<file path="config.mk">
export PLATFORM = sky130hd
export DESIGN_NAME = nmi_edge_ctrl
export DESIGN_NICKNAME = d
export VERILOG_FILES = /design/src/rtl/nmi_pkg.sv /design/src/rtl/nmi_rst_sync.sv /design/src/rtl/nmi_pin_sync.sv /design/src/rtl/nmi_debounce.sv /design/src/rtl/nmi_req_ctrl.sv /design/src/rtl/nmi_edge_ctrl.sv
export SDC_FILE = /design/constraint.sdc
export NUM_CORES = 1
export LEC_CHECK = 0
export BUFFER_PORTS_ARGS = -buffer_cell sky130_fd_sc_hd__buf_2
export CORE_MARGIN = 5
export CORE_UTILIZATION = 60
export DETAILED_ROUTE_END_ITERATION = 10
export PLACE_DENSITY = 0.87
export SLEW_MARGIN = 20
export SYNTH_ARGS = -nofsm -noshare
export SYNTH_HDL_FRONTEND = slang
export SYNTH_SLANG_ARGS = --single-unit
</file>
<file path="constraint.sdc">
create_clock -name clk -period 1 [get_ports clk]
set_input_delay 0.1 -clock clk [delete_from_list [all_inputs] [get_ports clk]]
set_output_delay 0.1 -clock clk [all_outputs]
set_load 0.01 [all_outputs]
</file>
<file path="src/rtl/nmi_pkg.sv">
`timescale 1ns/1ps
package nmi_pkg;
  localparam int unsigned REG_W  = 8;
  localparam int unsigned ARM_BIT = 4;

  typedef enum logic {
    ADDR_CTRL = 1'b0,
    ADDR_DBNC = 1'b1
  } nmi_addr_e;
endpackage

</file>
<file path="src/rtl/nmi_rst_sync.sv">
`timescale 1ns/1ps
module nmi_rst_sync #(
  parameter int unsigned STAGES = 2
) (
  input  logic clk,
  input  logic arst_n,
  output logic rst_n_o
);
  logic [STAGES-1:0] chain_q;
  logic [STAGES-1:0] chain_d;

  always_comb begin
    chain_d = {chain_q[STAGES-2:0], 1'b1};
  end

  always_ff @(posedge clk or negedge arst_n) begin
    if (!arst_n) chain_q <= '0;
    else         chain_q <= chain_d;
  end

  assign rst_n_o = chain_q[STAGES-1];
endmodule

</file>
<file path="src/rtl/nmi_pin_sync.sv">
`timescale 1ns/1ps
module nmi_pin_sync #(
  parameter int unsigned STAGES = 2
) (
  input  logic clk,
  input  logic rst_n,
  input  logic pin_i,
  output logic pin_o
);
  logic [STAGES-1:0] stg_q;
  logic [STAGES-1:0] stg_d;

  assign stg_d[0] = pin_i;
  for (genvar i = 1; i < STAGES; i++) begin : g_stage
    assign stg_d[i] = stg_q[i-1];
  end

  always_ff @(posedge clk or negedge rst_n) begin
    if (!rst_n) stg_q <= '1;
    else        stg_q <= stg_d;
  end

  assign pin_o = stg_q[STAGES-1];
endmodule

</file>
<file path="src/rtl/nmi_debounce.sv">
`timescale 1ns/1ps
module nmi_debounce #(
  parameter int unsigned CNT_W = 8
) (
  input  logic             clk,
  input  logic             rst_n,
  input  logic             in_i,
  input  logic [CNT_W-1:0] lim_i,
  output logic             out_o
);
  localparam logic [CNT_W-1:0] ONE = CNT_W'(1);

  logic             filt_q, filt_d;
  logic [CNT_W-1:0] cnt_q, cnt_d;
  logic             bypass;
  logic             differs;
  logic             expired;

  assign bypass  = (lim_i == '0);
  assign differs = (in_i != filt_q);
  assign expired = (cnt_q >= (lim_i - ONE));

  always_comb begin
    filt_d = filt_q;
    cnt_d  = cnt_q;
    if (bypass) begin
      filt_d = in_i;
      cnt_d  = '0;
    end else if (!differs) begin
      cnt_d = '0;
    end else if (expired) begin
      filt_d = in_i;
      cnt_d  = '0;
    end else begin
      cnt_d = cnt_q + ONE;
    end
  end

  always_ff @(posedge clk or negedge rst_n) begin
    if (!rst_n) begin
      filt_q <= 1'b1;
      cnt_q  <= '0;
    end else begin
      filt_q <= filt_d;
      cnt_q  <= cnt_d;
    end
  end

  assign out_o = filt_q;


  filt_follows_input_chk: assert property (@(posedge clk) disable iff (!rst_n)
    !$stable(filt_q) |-> (filt_q == $past(in_i)));
endmodule

</file>
<file path="src/rtl/nmi_req_ctrl.sv">
`timescale 1ns/1ps
module nmi_req_ctrl
  import nmi_pkg::*;
#(
  parameter int unsigned CNT_W = 8
) (
  input  logic             clk,
  input  logic             rst_n,
  input  logic             wr_en_i,
  input  nmi_addr_e        wr_addr_i,
  input  logic [REG_W-1:0] wr_data_i,
  input  logic             filt_i,
  input  logic             ack_i,
  output logic [CNT_W-1:0] lim_o,
  output logic             req_o
);
  logic             arm_q, arm_d;
  logic [CNT_W-1:0] lim_q, lim_d;
  logic             prev_q;
  logic             req_q, req_d;
  logic             wr_ctrl, wr_dbnc;
  logic             fall;

  assign wr_ctrl = wr_en_i && (wr_addr_i == ADDR_CTRL);
  assign wr_dbnc = wr_en_i && (wr_addr_i == ADDR_DBNC);
  assign fall    = prev_q && !filt_i;

  always_comb begin
    arm_d = arm_q | (wr_ctrl & wr_data_i[ARM_BIT]);
    lim_d = wr_dbnc ? wr_data_i[CNT_W-1:0] : lim_q;
    req_d = (fall & arm_q) | (req_q & ~ack_i);
  end

  always_ff @(posedge clk or negedge rst_n) begin
    if (!rst_n) begin
      arm_q  <= 1'b0;
      lim_q  <= '0;
      prev_q <= 1'b1;
      req_q  <= 1'b0;
    end else begin
      arm_q  <= arm_d;
      lim_q  <= lim_d;
      prev_q <= filt_i;
      req_q  <= req_d;
    end
  end

  assign lim_o = lim_q;
  assign req_o = req_q;


  arm_sticky_chk: assert property (@(posedge clk) disable iff (!rst_n)
    arm_q |=> arm_q);

  req_needs_arm_chk: assert property (@(posedge clk) disable iff (!rst_n)
    req_q |-> arm_q);

  req_hold_chk: assert property (@(posedge clk) disable iff (!rst_n)
    (req_q && !ack_i) |=> req_q);
endmodule

</file>
<file path="src/rtl/nmi_edge_ctrl.sv">
`timescale 1ns/1ps
module nmi_edge_ctrl
  import nmi_pkg::*;
#(
  parameter int unsigned SYNC_STAGES = 2,
  parameter int unsigned RST_STAGES  = 2,
  parameter int unsigned CNT_W       = 8
) (
  input  logic             clk,
  input  logic             rst_n,
  input  logic             pin_i,
  input  logic             wr_en_i,
  input  logic             wr_addr_i,
  input  logic [REG_W-1:0] wr_data_i,
  input  logic             nmi_ack_i,
  output logic             pin_level_o,
  output logic             nmi_req_o
);
  logic             rst_n_s;
  logic             pin_s;
  logic             filt_w;
  logic [CNT_W-1:0] lim_w;
  nmi_addr_e        addr_w;

  assign addr_w = nmi_addr_e'(wr_addr_i);

  nmi_rst_sync #(.STAGES(RST_STAGES)) u_rst (
    .clk    (clk),
    .arst_n (rst_n),
    .rst_n_o(rst_n_s)
  );

  nmi_pin_sync #(.STAGES(SYNC_STAGES)) u_sync (
    .clk  (clk),
    .rst_n(rst_n_s),
    .pin_i(pin_i),
    .pin_o(pin_s)
  );

  nmi_debounce #(.CNT_W(CNT_W)) u_dbnc (
    .clk  (clk),
    .rst_n(rst_n_s),
    .in_i (pin_s),
    .lim_i(lim_w),
    .out_o(filt_w)
  );

  nmi_req_ctrl #(.CNT_W(CNT_W)) u_req (
    .clk      (clk),
    .rst_n    (rst_n_s),
    .wr_en_i  (wr_en_i),
    .wr_addr_i(addr_w),
    .wr_data_i(wr_data_i),
    .filt_i   (filt_w),
    .ack_i    (nmi_ack_i),
    .lim_o    (lim_w),
    .req_o    (nmi_req_o)
  );

  assign pin_level_o = pin_s;


  req_after_low_chk: assert property (@(posedge clk) disable iff (!rst_n_s)
    $rose(nmi_req_o) |-> !$past(filt_w));
endmodule

</file>
After elaboration in Yosys (flattened, before gate mapping)
Index checks and enable logic that the tools add are counted.
Operators by class
  equal/unequal tests: 1
  bitwise operators: 7
  add/subtract/negate cells: 2
  mux-type cells: 6
  $lt $le $gt $ge: 1
  reduce and logical (&&, ||, !) cells: 8
Operator list (number)
  $mux W8: 3
  $add A8 B1 Y8 const B: 1
  $ge A8 B8 Y1: 1
  $logic_not A8 Y1: 1
  $sub A8 B1 Y8 const B: 1
  $reduce_bool A2 Y1: 2
  $and A1 B1 Y1: 3
  $logic_and A1 B1 Y1: 3
  $mux W1: 3
  $not A1 Y1: 2
  $or A1 B1 Y1: 2
  $reduce_and A2 Y1: 1
  $logic_not A1 Y1: 1
  $ne A1 B1 Y1: 1
Word-level totals
  word-level logic and storage cells: 33
  output and inout port bits: 2
  register bits after elaboration: 24
  input bits: 14

Depth between registers and ports, before layout
Gate-level depths: netlist (run 1).
  depth in word-level cells: 5
  mapped depth: 10
  gate-level depth less buffers: 10

Modules after synthesis
Synthesis (run 1) repeated with hierarchy kept, for this count alone.
Unflattened totals
  cells, all modules: 103
  area, all modules: 1221.2 sq um
Modules (own cells, without submodules)
  nmi_debounce: instances 1, cells each 73, seq. area each 226.5 sq um, area an instance 715.7 sq um
  nmi_req_ctrl: instances 1, cells each 25, seq. area each 276.5 sq um, area an instance 399.1 sq um
  nmi_rst_sync: instances 1, cells each 3, seq. area each 50.0 sq um, area an instance 53.8 sq um
  nmi_pin_sync: instances 1, cells each 2, seq. area each 52.6 sq um, area an instance 52.6 sq um

Worst setup path after synthesis (run 1)
OpenSTA, ideal clock, no wires.
  path type: register to register
  start: register u_req.lim_q[5], in the netlist u_req.lim_o[5]
  end: register u_dbnc.filt_q, in the netlist u_dbnc.out_o
  arrival: 2.301 ns
  required time: 0.915 ns
  stages on the path, launching flop included: 9
  clock period less this slack: 2.386 ns
  library setup time: 0.085 ns
  path slack: -1.386 ns
  buffers on the path: 0
  cells stage by stage: dfrtp_1 -> or4_4 -> nor4_1 -> xnor2_1 -> ha_1 -> nand2_1 -> a211o_1 -> o211ai_2 -> mux2_1
Between the ends
  word-level cells in the longest chain between the ends: 4
  elaborated cells between the ends (all ways): 7
  classes of those cells: add/sub (1); order compare (1); mux (1); reduce/logical (4)
RTL lines
  start: declaration: line nmi_req_ctrl.sv:18  | logic [CNT_W-1:0] lim_q, lim_d;
  start signal: assignment: line nmi_req_ctrl.sv:42  | lim_q <= lim_d;
  $sub A8 B1 Y8: line nmi_debounce.sv:21  | assign expired = (cnt_q >= (lim_i - ONE));
  $ge A8 B8 Y1: line nmi_debounce.sv:21
  $reduce_bool A2 Y1 (no source line)
  $reduce_and A2 Y1 (no source line)
  end signal: assignment: line nmi_debounce.sv:44  | filt_q <= filt_d;
  end: declaration: line nmi_debounce.sv:13  | logic filt_q, filt_d;
Parallel ways exist; a longest one is shown, timed or not.
A chain may end at the register's enable or synchronous reset.

Worst setup path after layout (run 1)
  start: register u_req.lim_q[5], in the netlist u_req.lim_o[5]
  end: register u_dbnc.cnt_q[4]
Between the ends
  word-level cells in the longest chain between the ends: 5
  elaborated cells between the ends (all ways): 6
  classes of those cells: add/sub (1); order compare (1); mux (3); reduce/logical (1)
RTL lines
  $sub A8 B1 Y8: line nmi_debounce.sv:21
  $ge A8 B8 Y1: line nmi_debounce.sv:21
  $mux W8: line nmi_debounce.sv:31  | end else if (expired) begin
  $mux W8: line nmi_debounce.sv:29  | end else if (!differs) begin
  $mux W8 *: line nmi_debounce.sv:26  | if (bypass) begin
  named net u_dbnc.cnt_d[4]: line nmi_debounce.sv:14  | logic [CNT_W-1:0] cnt_q, cnt_d;
  end signal: assignment: line nmi_debounce.sv:45  | cnt_q <= cnt_d;
  end: declaration: line nmi_debounce.sv:14
The timed path passes the listed nets; every way through them passes the cells marked *.

==> impl_metrics.env, run 1 <==
export IMPL_failing_checks="negative setup slack"
export IMPL_timing_final_setup_violations=12
export IMPL_post_synth_instance_area_mm2=0.00122
export IMPL_remaining_drc_errors=0
export IMPL_vdd_drop_max_uv=1940
export IMPL_clock_tree_htree_level_count=1
export IMPL_report_final_slew_viol_count=0
export IMPL_total_routing_usage_gr_pct=29.0
export IMPL_synth_ff_latch_count=24
export IMPL_nNetsFinal=183
export IMPL_row_count=16
export IMPL_hold_viol=0
export IMPL_max_cap_violations=0
export IMPL_cp_buffers_inverters=1
export IMPL_cts_max_path_buffers=2
export IMPL_postSynthAreaPerCell_um2=11.8
export IMPL_power_w=0.00314
export IMPL_synth_ff_type="dfrtp_1"
export IMPL_critical_path_peak_fanout=8
export IMPL_ys_async_sr_fraction_pct=100
export IMPL_via_count_of_the_first_global_routing_pass=1178
export IMPL_grt_overflow_total=0
export IMPL_synthesis_instances=103
export IMPL_core_area_mm2=0.00194
export IMPL_totalWireLength_mm=4.44
export IMPL_synthTopCellsByCount="dfrtp_1 (20), ha_1 (11), nor2_1 (9), inv_1 (8), mux2_2 (8)"
export IMPL_final_clock_period_utilization_by_the_worst_path_pct=264
export IMPL_cts_tree="done"
export IMPL_port_buffer_count=15
export IMPL_floorplan_die_height_um=55.1
export IMPL_seq_area_frac_synth_pct=49.7
export IMPL_cp_start_kind="flop"
export IMPL_timing_critical_path_arrival_ns=2.88
export IMPL_fin_skew_ns=0.00591
export IMPL_antenna_violations_before_repair=0
export IMPL_post_synth_top_count_cell="dfrtp_1"
export IMPL_run_status="finished with violations"
export IMPL_first_pass_grt_wire_length_mm=5.83
export IMPL_antenna_violating_nets_post_route=0
export IMPL_syn_to_final_growth_pct=43.0
export IMPL_worstSetupPathType="reg -> reg"
export IMPL_achievable_frequency_mhz=379
export IMPL_critical_path_top_delay_family="simple AND/OR/NAND/NOR gates"
export IMPL_cp_required_ns=1.25
export IMPL_netlist_top_cells_area="dfrtp_1 (41%), ha_1 (11%), dfstp_2 (8.6%), mux2_2 (7.4%), xor2_1 (5.0%)"
export IMPL_cts_inserted_buffers=3
export IMPL_grt_max_degree=15
export IMPL_synth_edff_count=0
export IMPL_initial_utilization_pct=62.8
export IMPL_share_of_post_route_cells_with_drive_strength_above_1_pct=48.7
export IMPL_layout_setup_ws_ns=-1.64
export IMPL_clock_tree_root_cell="clkbuf_4"
export IMPL_yosys_cell_types_count=29
export IMPL_via_total_after_detailed_routing=1145
export IMPL_detailedPlacementHpwl_mm=2.24
export IMPL_hold_class="in -> reg"
export IMPL_slowest_stage="or4_4"
export IMPL_clk_pin_slew_worst_paths_ns=0.13
export IMPL_static_leakage_power_nw=0.831
export IMPL_boundaryPins=16
export IMPL_path_cells="or4_4 > nor4_4 > xnor2_2 > ha_4 > a21oi_1 > o21a_1 > o2111ai_2 > buf_6 > nor2_1"
export IMPL_numClockSinks=24
export IMPL_drt_pass1_iterations=4
export IMPL_power_density_mw_per_mm2=1800
export IMPL_floorplan_die_width_um=55.1
export IMPL_wl_per_cell_um=24.3
export IMPL_endpoint_kind="flop"
export IMPL_period_needed_ns=2.64
export IMPL_gpl_congestion=0.829
export IMPL_clk_insertion_delay_late_ns=0.32
export IMPL_postSynthNetCount=128
export IMPL_crit_path_max_incr_delay_ns=0.57
export IMPL_design_die_area_mm2=0.00303
export IMPL_fin_util_pct=89.8
export IMPL_initial_detailed_routing_violation_count=60
export IMPL_antenna_cells=0
export IMPL_yosysWarnings=0
export IMPL_synth_top_cell_area_share_pct=41.1
export IMPL_grt_setup_unrepaired="yes"
export IMPL_route_detailed_vias_per_inst=6.26
export IMPL_synth_largest_area_cell="dfrtp_1"
## worst register-to-register path: stages, from the launching register on
cell and delay (ns):
dfrtp_1 0.41, or4_4 0.57, nor4_4 0.21, xnor2_2 0.18, ha_4 0.25, a21oi_1 0.21
o21a_1 0.23, o2111ai_2 0.16, buf_6 0.18, nor2_1 0.15
## repair_timing
action	CTS	global route
buffers inserted	0	2
hold buffers	5	2
hold endpoints to repair	6	2
setup endpoints to repair	10	11
pin swaps	6	4
resized for setup	12	8
## path summary, 6_finish.rpt
| check | from | slack, ns | end | depth (start not counted) |
|---|---|---|---|---|
| max in group asynchronous | u_rst.chain_q[1] | 0.53 | u_sync.stg_q[1] | 1 |
| min reg2reg | u_rst.chain_q[1] | 0.20 | u_dbnc.cnt_q[3] | 1 |
| min in group asynchronous | rst_n | 0.07 | u_rst.chain_q[0] | 2 |
| min | wr_data_i[5] | 0.002 | u_req.lim_o[5] | 2 |
| max reg2reg | u_req.lim_o[5] | -1.64 | u_dbnc.cnt_q[4] | 9 |
| max | u_req.lim_o[5] | -1.64 | u_dbnc.cnt_q[4] | 9 |
## layout make-up
type | count | area [um^2]
inverter | 8 | 30.0
sequential | 24 | 606
tap | 27 | 33.8
clock buffer | 3 | 22.5
timing repair buffer | 50 | 373
multi-input combinational | 71 | 678
fill | 86 | 199
## logic make-up after synthesis
family / after synthesis / synth area share (%)
XOR/XNOR: 13 / 9.34
flip-flops: 24 / 49.7
AO/OA/AOI/OAI: 10 / 6.88
multiplexers: 9 / 8.32
buffers and inverters: 8 / 2.46
other: 1 / 0.308
AND/OR/NAND/NOR: 27 / 11.7
adder cells (fa/ha/maj): 11 / 11.3
## through the flow
stage	worst slack, ns	cell area [um^2]	hold WS [ns]	setup TNS [ns]	std cells
2_1_floorplan	-1.31	1230	-0.196	-11.43	103
3_3_place_gp	-1.33	1540	-0.115	-11.58	171
3_5_place_dp	-1.44	1540	-0.111	-12.47	171
4_1_cts	-1.46	1660	0.000734	-13.25	179
5_1_grt	-1.66	1740	-0.00419	-15.01	183
6_report	-1.64	1740	0.00247	-14.42	183
## cells in the final DEF (no fill, tap or decap), drive strengths merged
master / count
a21oi: 2
or4b: 1
o2111ai: 1
o21a: 1
nand2b: 1
nor4: 1
buf: 43
o22ai: 1
a211o: 1
conb: 1
xnor2: 6
xor2: 7
or4: 1
and3: 2
or3: 1
a31o: 1
nor3b: 1
mux2: 9
ha: 11
dfrtp: 20
nor3: 1
o21ai: 1
nand3: 5
nor2: 9
dlygate4sd3: 7
nand2: 4
o211ai: 1
inv: 8
a2111oi: 1
dfstp: 4
clkbuf: 3
## flip-flops by register name, summed over array words and instances (netlist names)
| signal | flops |
|---|---|
| u_req.req_o | 1 |
| u_sync.stg_q | 2 |
| u_rst.chain_q | 2 |
| u_req.prev_q | 1 |
| u_req.arm_q | 1 |
| u_req.lim_o | 8 |
| u_dbnc.out_o | 1 |
| u_dbnc.cnt_q | 8 |
## report_power, final
part / leakage, nW / internal [W] / switching, W
registers: 0.290 / 0.00116 / 0.000123
logic: 0.528 / 0.000667 / 0.000748
clock network: 0.0138 / 0.000142 / 0.000300
## metal layers
layer  track usage [%]  routed length [um]  up-vias
met1              31.7                1470      532
met3              5.90                 433       47
met5                 0                   0        -
li1                  -                   -      460
met4              20.6                 381        0
met2              49.8                2150      106
No activity file was read; power rests on OpenSTA's default activity.
==> run 2: changes to the inputs <==
--- a/config.mk
+++ b/config.mk
@@ -5,11 +5,11 @@
 export SDC_FILE = /design/constraint.sdc
 export NUM_CORES = 1
 export LEC_CHECK = 0
-export BUFFER_PORTS_ARGS = -buffer_cell sky130_fd_sc_hd__buf_2
 export CORE_MARGIN = 5
-export CORE_UTILIZATION = 60
+export CORE_UTILIZATION = 65
 export DETAILED_ROUTE_END_ITERATION = 10
-export PLACE_DENSITY = 0.87
+export DONT_BUFFER_PORTS = 1
+export PLACE_DENSITY = 0.86
 export SLEW_MARGIN = 20
 export SYNTH_ARGS = -nofsm -noshare
 export SYNTH_HDL_FRONTEND = slang
==> impl_metrics.env, run 2 (synthesized netlist as in run 1, its figures left out) <==
export IMPL_fin_util_pct=95.4
export IMPL_cp_start_kind="flop"
export IMPL_numClockSinks=24
export IMPL_static_leakage_power_nw=0.778
export IMPL_nFillCells=42
export IMPL_slowest_stage="or4_4"
export IMPL_fin_worst_hold_slack_ns=0.210
export IMPL_floorplan_die_height_um=53.3
export IMPL_drt_pass1_iterations=5
export IMPL_layout_commonest_cell="buf_4"
export IMPL_endpoint_kind="flop"
export IMPL_grt_overflow_total=0
export IMPL_critical_path_top_delay_family="simple AND/OR/NAND/NOR gates"
export IMPL_p_sw_w=0.00116
export IMPL_final_clock_period_utilization_by_the_worst_path_pct=279
export IMPL_power_frac_clock_pct=14.4
export IMPL_fin_skew_ns=0.0127
export IMPL_cts_max_path_buffers=2
export IMPL_grt_setup_unrepaired="yes"
export IMPL_timing_final_setup_violations=11
export IMPL_cts_inserted_buffers=3
export IMPL_via_total_after_detailed_routing=1144
export IMPL_gpl_congestion=0.806
export IMPL_power_density_mw_per_mm2=1840
export IMPL_totalWireLength_mm=4.33
export IMPL_initial_utilization_pct=69.1
export IMPL_antenna_cells=0
export IMPL_path_cells="or4_4 > nor4_4 > xnor2_1 > ha_1 > nand2_2 > a211o_1 > o2111ai_2 > buf_6 > nor2_1"
export IMPL_timing_critical_path_arrival_ns=2.99
export IMPL_remaining_drc_errors=0
export IMPL_multi_input_comb_area_um2=643
export IMPL_achievable_frequency_mhz=359
export IMPL_share_of_post_route_cells_with_drive_strength_above_1_pct=38.4
export IMPL_core_area_mm2=0.00176
export IMPL_reg2regPathDepth=9
export IMPL_layout_cells_most_common_list="buf_4 (22), dfrtp_1 (20), dlygate4sd3_1 (14), ha_1 (11)"
export IMPL_wl_per_cell_um=25.3
export IMPL_port_buffer_count=0
export IMPL_via_count_of_the_first_global_routing_pass=1177
export IMPL_register_area_um2=606
export IMPL_hold_class="reg -> async"
export IMPL_dp_cells=152
export IMPL_total_routing_usage_gr_pct=31.2
export IMPL_internal_power_w=0.00194
export IMPL_power_frac_comb_pct=43.9
export IMPL_design_die_area_mm2=0.00284
export IMPL_placement_cell_area_mm2=0.00145
export IMPL_detailedPlacementHpwl_mm=1.88
export IMPL_cp_buffers_inverters=1
export IMPL_failing_checks="negative setup slack"
export IMPL_crit_path_max_incr_delay_ns=0.59
export IMPL_run_status="finished with violations"
export IMPL_syn_to_final_growth_pct=38.1
export IMPL_hold_viol=0
export IMPL_r2r_end="u_dbnc.cnt_q[3]"
export IMPL_antenna_violations_before_repair=0
export IMPL_grt_max_degree=23
export IMPL_worstSetupPathType="reg -> reg"
export IMPL_first_pass_grt_wire_length_mm=6.01
export IMPL_reg2reg_start="u_req.lim_o[4]"
export IMPL_boundaryPins=16
export IMPL_nNetsFinal=173
export IMPL_route_detailed_vias_per_inst=6.69
export IMPL_switching_share_pct=37.5
export IMPL_antenna_violating_nets_post_route=0
export IMPL_non_filler_cells_in_the_finished_layout=171
export IMPL_vdd_drop_max_uv=2150
export IMPL_max_cap_violations=0
export IMPL_clk_insertion_delay_late_ns=0.33
export IMPL_clock_tree_root_cell="clkbuf_4"
export IMPL_finalInstanceArea_mm2=0.00168
export IMPL_floorplan_die_width_um=53.3
export IMPL_r2r_setup_slack_ns=-1.79
export IMPL_period_needed_ns=2.79
export IMPL_critical_path_peak_fanout=8
export IMPL_layout_setup_ws_ns=-1.79
export IMPL_cts_tree="done"
export IMPL_initial_detailed_routing_violation_count=82
export IMPL_report_final_slew_viol_count=0
export IMPL_row_count=15
export IMPL_cp_required_ns=1.21
export IMPL_seq_power_share_pct=41.7
export IMPL_clk_pin_slew_worst_paths_ns=0.14
export IMPL_clock_tree_htree_level_count=1
run 2: what timing repair did:
item                                   in CTS  in global routing
pin swaps                                   9                  1
setup endpoints to repair                  10                 11
hold buffers                               13                  1
endpoints found under the hold margin      13                  2
setup buffers                               1                  1
gates resized for setup                    11                  5
run 2: routing by layer:
metal | part of all wire, % | track usage [%] | up-vias
li1 | - | - | 445
met1 | 33 | 38.1 | 530
met2 | 46 | 49.8 | 117
met3 | 12 | 7.61 | 52
met4 | 9.1 | 17.0 | 0
met5 | 0 | 0 | -
run 2: worst max-delay path by stage:
stage | slack (ns) | cells after the start | start | to
2_1_floorplan | -1.31 | 8 | u_req.lim_o[5] | u_dbnc.out_o
3_3_place_gp | -1.33 | 8 | u_req.lim_o[5] | u_dbnc.out_o
3_5_place_dp | -1.41 | 8 | u_req.lim_o[5] | u_dbnc.out_o
4_1_cts | -1.45 | 9 | u_req.lim_o[4] | u_dbnc.cnt_q[2]
5_1_grt | -1.81 | 9 | u_req.lim_o[4] | u_dbnc.cnt_q[3]
6_report | -1.79 | 9 | u_req.lim_o[4] | u_dbnc.cnt_q[3]
run 2: area by class of cell:
cell class | count | area share, %
inverter | 8 | 1.78
multi-input combinational | 71 | 38.2
clock buffer | 3 | 1.34
tap | 25 | 1.86
timing repair buffer | 40 | 20.8
sequential | 24 | 36.0
run 2: power by group through the flow:
| stage | Clock (W) | Sequential [W] | Combinational (W) |
|---|---|---|---|
| 2_1_floorplan | 0 | 0.00133 | 0.000469 |
| 3_3_place_gp | 0 | 0.00128 | 0.000898 |
| 3_5_place_dp | 0 | 0.00129 | 0.000944 |
| 4_1_cts | 0.000406 | 0.00127 | 0.00111 |
| 5_1_grt | 0.000484 | 0.00130 | 0.00141 |
| 6_report | 0.000448 | 0.00129 | 0.00136 |
run 2: per-stage QoR:
stage / setup TNS [ns] / total power (W) / setup slack (ns)
CTS: -13.03 / 0.00278 / -1.45
detailed placement: -12.27 / 0.00223 / -1.41
finish: -15.90 / 0.00310 / -1.79
global route: -16.34 / 0.00320 / -1.81
global placement: -11.61 / 0.00218 / -1.33
floorplan: -11.43 / 0.00180 / -1.31
run 2: worst register-to-register path, stage by stage, from the launching register on:
cell and delay [ns]:
dfrtp_1 0.42, or4_4 0.59, nor4_4 0.22, xnor2_1 0.16
ha_1 0.35, nand2_2 0.08, a211o_1 0.29, o2111ai_2 0.27
buf_6 0.21, nor2_1 0.09
